File: src/rtl/seg_dac_pkg.sv
package seg_dac_pkg;
  // Default segmentation of the converter code
  localparam int unsigned SEG_ROW_BITS = 3;
  localparam int unsigned SEG_COL_BITS = 3;
  localparam int unsigned SEG_BIN_BITS = 4;

  // Number of unary cells for a given segmentation (one short of the full grid)
  function automatic int unsigned seg_cell_count(input int unsigned row_bits,
                                                 input int unsigned col_bits);
    return (2 ** (row_bits + col_bits)) - 1;
  endfunction
endpackage

File: src/rtl/seg_therm_enc.sv
module seg_therm_enc #(
  parameter int unsigned IN_W = 3,
  localparam int unsigned OUT_W = 2 ** IN_W
) (
  input  logic [IN_W-1:0]  value,
  output logic [OUT_W-1:0] lines
);
  // Line i is raised when the value exceeds i
  for (genvar i = 0; i < OUT_W; i++) begin : g_line
    assign lines[i] = (32'(value) > i);
  end
endmodule

File: src/rtl/seg_cell_logic.sv
module seg_cell_logic (
  input  logic row_full,   // this row lies below the partial row
  input  logic row_reach,  // previous row full (or first row)
  input  logic col_on,     // column line for this cell
  output logic cell_en
);
  // A cell is on if its row is full, or if it sits on the partial row
  // and its column line is raised
  always_comb begin
    cell_en = row_full | (row_reach & col_on);
  end
endmodule

File: src/rtl/seg_enc_stage.sv
module seg_enc_stage #(
  parameter int unsigned ROW_BITS = seg_dac_pkg::SEG_ROW_BITS,
  parameter int unsigned COL_BITS = seg_dac_pkg::SEG_COL_BITS,
  parameter int unsigned BIN_BITS = seg_dac_pkg::SEG_BIN_BITS,
  localparam int unsigned ROWS   = 2 ** ROW_BITS,
  localparam int unsigned COLS   = 2 ** COL_BITS,
  localparam int unsigned CODE_W = ROW_BITS + COL_BITS + BIN_BITS
) (
  input  logic                clk,
  input  logic                rst_n,
  input  logic [CODE_W-1:0]   code,
  output logic [ROWS-1:0]     row_lines_q,
  output logic [COLS-1:0]     col_lines_q,
  output logic [BIN_BITS-1:0] bin_q
);
  localparam int unsigned COL_LSB = BIN_BITS;
  localparam int unsigned ROW_LSB = BIN_BITS + COL_BITS;

  logic [ROW_BITS-1:0] row_val;
  logic [COL_BITS-1:0] col_val;
  logic [ROWS-1:0]     row_lines_d;
  logic [COLS-1:0]     col_lines_d;
  logic [BIN_BITS-1:0] bin_d;

  // Field split of the incoming code
  always_comb begin
    row_val = code[ROW_LSB +: ROW_BITS];
    col_val = code[COL_LSB +: COL_BITS];
  end

  seg_therm_enc #(.IN_W(ROW_BITS)) i_row_enc (
    .value (row_val),
    .lines (row_lines_d)
  );

  seg_therm_enc #(.IN_W(COL_BITS)) i_col_enc (
    .value (col_val),
    .lines (col_lines_d)
  );

  // Dummy stage on the binary path: same register depth as the encoders
  always_comb begin
    bin_d = code[BIN_BITS-1:0];
  end

  always_ff @(posedge clk or negedge rst_n) begin
    if (!rst_n) begin
      row_lines_q <= '0;
      col_lines_q <= '0;
      bin_q       <= '0;
    end else begin
      row_lines_q <= row_lines_d;
      col_lines_q <= col_lines_d;
      bin_q       <= bin_d;
    end
  end

  // Thermometer shape of the registered row and column lines
  assert_row_therm_R2: assert property (@(posedge clk) disable iff (!rst_n)
    (((ROWS+1)'(row_lines_q) + 1'b1) & (ROWS+1)'(row_lines_q)) == '0);
  assert_col_therm_R2: assert property (@(posedge clk) disable iff (!rst_n)
    (((COLS+1)'(col_lines_q) + 1'b1) & (COLS+1)'(col_lines_q)) == '0);
endmodule

File: src/rtl/seg_dac_decoder.sv
module seg_dac_decoder #(
  parameter int unsigned ROW_BITS = seg_dac_pkg::SEG_ROW_BITS,
  parameter int unsigned COL_BITS = seg_dac_pkg::SEG_COL_BITS,
  parameter int unsigned BIN_BITS = seg_dac_pkg::SEG_BIN_BITS,
  localparam int unsigned ROWS   = 2 ** ROW_BITS,
  localparam int unsigned COLS   = 2 ** COL_BITS,
  localparam int unsigned CELLS  = seg_dac_pkg::seg_cell_count(ROW_BITS, COL_BITS),
  localparam int unsigned CODE_W = ROW_BITS + COL_BITS + BIN_BITS
) (
  input  logic                clk,
  input  logic                rst_n,
  input  logic [CODE_W-1:0]   code,
  output logic [CELLS-1:0]    cell_on,
  output logic [CELLS-1:0]    cell_on_n,
  output logic [BIN_BITS-1:0] bin_on,
  output logic [BIN_BITS-1:0] bin_on_n
);
  localparam int unsigned UNIT = 2 ** BIN_BITS;

  // Reset synchronizer: asserts at once, releases after two edges
  logic [1:0] rst_sync;
  logic       rst_q_n;

  always_ff @(posedge clk or negedge rst_n) begin
    if (!rst_n) rst_sync <= 2'b00;
    else        rst_sync <= {rst_sync[0], 1'b1};
  end

  always_comb begin
    rst_q_n = rst_sync[1];
  end

  // Stage 1: encoders and binary dummy delay
  logic [ROWS-1:0]     row_lines;
  logic [COLS-1:0]     col_lines;
  logic [BIN_BITS-1:0] bin_mid;

  seg_enc_stage #(
    .ROW_BITS (ROW_BITS),
    .COL_BITS (COL_BITS),
    .BIN_BITS (BIN_BITS)
  ) i_enc_stage (
    .clk         (clk),
    .rst_n       (rst_q_n),
    .code        (code),
    .row_lines_q (row_lines),
    .col_lines_q (col_lines),
    .bin_q       (bin_mid)
  );

  // Per-cell local decode over the grid
  logic [CELLS-1:0] grid_en;

  for (genvar r = 0; r < ROWS; r++) begin : g_row
    logic reach;
    if (r == 0) begin : g_first
      assign reach = 1'b1;
    end else begin : g_next
      assign reach = row_lines[r-1];
    end
    for (genvar c = 0; c < COLS; c++) begin : g_col
      if (r * COLS + c < CELLS) begin : g_cell
        seg_cell_logic i_cell (
          .row_full  (row_lines[r]),
          .row_reach (reach),
          .col_on    (col_lines[c]),
          .cell_en   (grid_en[r*COLS+c])
        );
      end
    end
  end

  // Stage 2: switch-control registers, true and complement
  logic [CELLS-1:0]    cell_d, cell_dn;
  logic [BIN_BITS-1:0] bin_d, bin_dn;

  always_comb begin
    cell_d  = grid_en;
    cell_dn = ~grid_en;
    bin_d   = bin_mid;
    bin_dn  = ~bin_mid;
  end

  always_ff @(posedge clk or negedge rst_q_n) begin
    if (!rst_q_n) begin
      cell_on   <= '0;
      cell_on_n <= '1;
      bin_on    <= '0;
      bin_on_n  <= '1;
    end else begin
      cell_on   <= cell_d;
      cell_on_n <= cell_dn;
      bin_on    <= bin_d;
      bin_on_n  <= bin_dn;
    end
  end

  // Warm-up counter so latency checks only look at post-reset history
  logic [1:0] warm;
  always_ff @(posedge clk or negedge rst_q_n) begin
    if (!rst_q_n)         warm <= 2'd0;
    else if (warm != 2'd2) warm <= warm + 2'd1;
  end

  assert_cell_pair_R6: assert property (@(posedge clk) disable iff (!rst_q_n)
    (cell_on ^ cell_on_n) == {CELLS{1'b1}});
  assert_bin_pair_R6: assert property (@(posedge clk) disable iff (!rst_q_n)
    (bin_on ^ bin_on_n) == {BIN_BITS{1'b1}});
  assert_unary_fill_R3: assert property (@(posedge clk) disable iff (!rst_q_n)
    (((CELLS+1)'(cell_on) + 1'b1) & (CELLS+1)'(cell_on)) == '0);
  assert_sum_latency_R9: assert property (@(posedge clk) disable iff (!rst_q_n)
    (warm == 2'd2) |->
      (($countones(cell_on) * UNIT + int'(bin_on)) == int'($past(code, 2))));
  assert_full_scale_R8: assert property (@(posedge clk) disable iff (!rst_q_n)
    (warm == 2'd2 && $past(code, 2) == {CODE_W{1'b1}}) |->
      (cell_on == {CELLS{1'b1}} && bin_on == {BIN_BITS{1'b1}}));
endmodule

File: config.mk
export PLATFORM = sky130hd
export DESIGN_NAME = seg_dac_decoder
export DESIGN_NICKNAME = d
export VERILOG_FILES = /design/src/rtl/seg_dac_pkg.sv /design/src/rtl/seg_therm_enc.sv /design/src/rtl/seg_cell_logic.sv /design/src/rtl/seg_enc_stage.sv /design/src/rtl/seg_dac_decoder.sv
export SDC_FILE = /design/constraint.sdc
export NUM_CORES = 1
export LEC_CHECK = 0
export ABC_AREA = 1
export ABC_CLOCK_PERIOD_IN_PS = 5800
export CAP_MARGIN = 25
export CORE_MARGIN = 8
export CORE_UTILIZATION = 48
export CTS_BUF_LIST = sky130_fd_sc_hd__clkbuf_8
export CTS_CLUSTER_DIAMETER = 40
export CTS_CLUSTER_SIZE = 40
export DETAILED_ROUTE_END_ITERATION = 8
export PLACE_DENSITY = 0.82
export REMOVE_ABC_BUFFERS = 1
export SLEW_MARGIN = 10
export SYNTH_ARGS = -nofsm -noshare
export SYNTH_HDL_FRONTEND = slang
export SYNTH_SLANG_ARGS = --single-unit
File: constraint.sdc
create_clock -name clk -period 5.8 [get_ports clk]
set_input_delay 1.45 -clock clk [delete_from_list [all_inputs] [get_ports clk]]
set_output_delay 1.45 -clock clk [all_outputs]
set_load 0.05 [all_outputs]
# == Word level (Yosys, flattened, before mapping) ==
# Cells that the tools add are included.
# word_totals
register_bits,154
latch_bits,0
mem_bits_rw,0
romBits,0
input_bits,12
out_inout_bits,134
wordCells,122
memories,0
# classes
addsub,0
mul,0
div,0
order_cmp,14
eq_ne,0
shifts,0
muxes,0
bitwise,100
reduce_logical,0
# ops
operator,count
NOT 63 bit,1
bitwise AND 1 bit,49
OR 1 bit,49
"greater-than comparator 3 bit, second input constant",6
"greater-than comparator 3 x 1 -> 1 bit, second input constant",4
"greater-than comparator 3 x 2 -> 1 bit, second input constant",4
NOT 4 bit,1

# == Logic depth before layout (Yosys ltp) ==
# depth
ltp_word,3
depth_mapped,4
depth_no_buf,3

# == Hierarchy ==
# From an unflattened synthesis, not the netlist that was laid out.
# hier_totals
cells_unflattened,439
area_unflattened_um2,5062.4
# by_module_without_submodules
mod,instances,cells_each,area_each_um2,seq_area_each_um2
seg_dac_decoder,1,204,3742.3,3487.1
seg_cell_logic,63,3,11.3,0.0
seg_enc_stage,1,20,500.5,500.5
seg_therm_enc,2,13,55.1,0.0

# == Worst setup path before layout ==
# OpenSTA, ideal clock, no wires.
# synth_path
path_type,register -> output
start,register bin_on_n[0]
end,output port bin_on_n[0]
arrival_time_ps,656
required_time_ps,4350
slack_ps,3694
stages_incl_launch_ff,1
n_path_buf,0
cell_sequence,dfstp_2
# synth_rtl
element,line,rtl
start: declaration,seg_dac_decoder.sv:16,output logic [BIN_BITS-1:0] bin_on_n
start signal: assignment,seg_dac_decoder.sv:94,bin_on_n <= bin_dn;
# No word-level cell between the ends.

# == Worst setup path after layout ==
# layout_path
start,register cell_on_n[57]
end,output port cell_on_n[57]
# layout_rtl
element,line,rtl
start: declaration,seg_dac_decoder.sv:14,"output logic [CELLS-1:0] cell_on_n,"
start signal: assignment,seg_dac_decoder.sv:92,cell_on_n <= cell_dn;
# No word-level cell between the ends.

==> results_dict.tcl <==
set metrics [dict create \
    ant_nets 0 \
    crit_path_start_kind "flip-flop" \
    ctsRootBufferMaster "clkbuf_8" \
    slowest_stage "clkdlybuf4s50_1" \
    drv_cap 0 \
    synthTopCellsByCount "97 x nand2_1, 87 x dfrtp_1, 67 x dfstp_2" \
    vias_per_cell 4.41 \
    cts.repair.resized 0 \
    grt_pass1_wl_um 16500 \
    cts_setup_buffers 0 \
    grt.overflow.total 0 \
    synth_edf_count 0 \
    dieArea_sq_um 13300 \
    antenna_found_initial 0 \
    crit_arrival_ns 1.78 \
    cp_max_fo 1 \
    post-route-util 0.699 \
    final_layout_size_suffix_gt1_frac 0.208 \
    syn_area_per_cell_sq_um 13.3 \
    ir_worst_vdd_mv 0.183 \
    setup_viol 0 \
    yosysSeqAreaShare 0.829 \
    synth_warnings 0 \
    crit_family "buffers and inverters" \
    cts_buffers 17 \
    row_count 36 \
    wire_per_inst_um 16.6 \
    wl_um 10800 \
    post-place-cells 619 \
    ys_ff_latch 154 \
    crit_type "flip-flop to output pin" \
    synth_area_sq_um 4750 \
    synth.most_common_cell "nand2_1" \
    required_ns 4.35 \
    grt_pass1_vias 3065 \
    fin_nets 518 \
    first_pass_iters 6 \
    ys_async_sr_fraction 1.00 \
    outcome "completed" \
    cp.buffers_inverters 1 \
    fin_ws_ns 2.57 \
    synthFlopType "dfrtp_1" \
    p_leak_nw 3.23 \
    coreArea_sq_um 9680 \
    placed_area_sq_um 6280 \
    place_ws_ns 3.02 \
    drt-initial-drc-count 77 \
    syn_inst 356 \
    hold_violations 0 \
    fin_setup_tns_ns 0 \
    h-tree-depth 4 \
    dp_hpwl_um 7640 \
    clk_latency_ns 0.43 \
    grt.total_usage 0.171 \
    final_area_sq_um 6770 \
    yosysUniqueCellTypes 13 \
    cts_tree "yes" \
    io_pins 146 \
    fmax_ghz 0.310 \
    ctsLongestPathBuffers 2 \
    route.detailed.drc 0 \
    p_per_area_nw_per_um2 366 \
    synthToLayoutAreaGrowth_pct 42.6 \
    die_y_um 115 \
    slew_headroom 0.495 \
    antennaDiodeCount 0 \
    worst_pin_slew_ns 0.757 \
    synthDominantCellAreaShare 0.459 \
    rsz0062_at_grt "no" \
    synth_top_cell_by_area "dfrtp_1" \
    crit_chain "clkdlybuf4s50_1" \
    synthTopCellsByArea "dfrtp_1 46%, dfstp_2 37%, nand2_1 7.7%" \
    port_buffers 145 \
    fin_crit_sh 0.557 \
    gp_congestion 0.695 \
    slowest_delay_ns 0.82 \
    route.vias.total 2871 \
    ctsHoldBuffers 0 \
    stdcell_count 651 \
    slew_viol_final 0 \
    clkSlewWorstSetupHoldPaths_ns 0.08 \
    min_period_ns 3.23 \
    initial_core_util 0.490 \
    hold_class "flip-flop to asynchronous set/reset pin" \
    grt_max_degree 91 \
    setup.worst_path.end_class "output pin" \
    skew_ns 0.0125 \
    die_x_um 115 \
    cts.sinks 154 \
]
-- placed cells by master, fill, tap and decap left out --
master	netlist	routed
buf_16	0	1
buf_4	0	1
bufinv_16	0	6
clkbuf_8	0	18
clkdlybuf4s50_1	0	145
clkinv_2	0	1
clkinv_4	0	1
conb_1	1	1
dfrtp_1	87	86
dfrtp_4	0	1
dfstp_2	67	67
inv_1	63	68
inv_2	7	7
inv_6	1	1
nand2_1	97	97
nand2_2	2	2
nor2_1	13	13
or2_2	2	2
-- registers in the layout, indices dropped and copies added (netlist names) --
signal and count:
i_enc_stage.col_lines_q 7, bin_on_n 4, cell_on 63, i_enc_stage.bin_q 4
rst_sync 2, i_enc_stage.row_lines_q 7, cell_on_n 63, bin_on 4
-- metrics by stage --
stage          power (mW)  hold WS, ns
2_1_floorplan        1.44        0.331
3_3_place_gp         1.57        0.337
3_5_place_dp         1.58        0.338
4_1_cts              2.50        0.364
5_1_grt              2.57        0.342
6_report             2.48        0.295
-- power breakdown --
part	leakage, nW	switching, mW	internal [mW]	total (mW)
clock network	0.249	0.358	0.557	0.915
registers	1.69	0.0383	1.15	1.19
logic	1.29	0.263	0.107	0.370
total	3.23	0.659	1.82	2.48
-- worst paths after layout --
path / slack (ns) / from / end / cells after the start
worst min-delay path: 0.30 / rst_sync[1] / cell_on[6] / 0
worst max register to register: 4.36 / rst_sync[1] / cell_on[33] / 1
worst max-delay path: 2.57 / cell_on_n[57] / cell_on_n[57] / 1
max in group asynchronous: 4.36 / rst_sync[1] / cell_on[33] / 1
worst min register to register: 0.30 / rst_sync[1] / cell_on[6] / 0
min in group clk: 0.36 / rst_sync[0] / rst_sync[1] / 0
-- cell families (layout without fill, tap and decap cells) --
logic type,after synthesis,count (layout),share of synthesized area
buf+inv,87,249,0.0775
simple gates,114,114,0.0923
other cells,1,1,0.000790
flops,154,154,0.829
-- metal layers --
layer  vias up  GRT usage  wire length [um]
li1       1302          -                 -
met1      1441      0.176              3980
met2       103      0.299              5620
met3        25     0.0631               972
met4         0     0.0876               273
met5         -          0                 0
-- layout make-up --
cell class,count,area [sq um]
well taps,133,166
multi-input cells,115,442
flip-flops and latches,154,3940
clock buffers,18,248
inverters,71,272
fillers,692,2920
repair buffers,147,1490
clock inverters,13,213
Power figures use the tool's default switching activity.
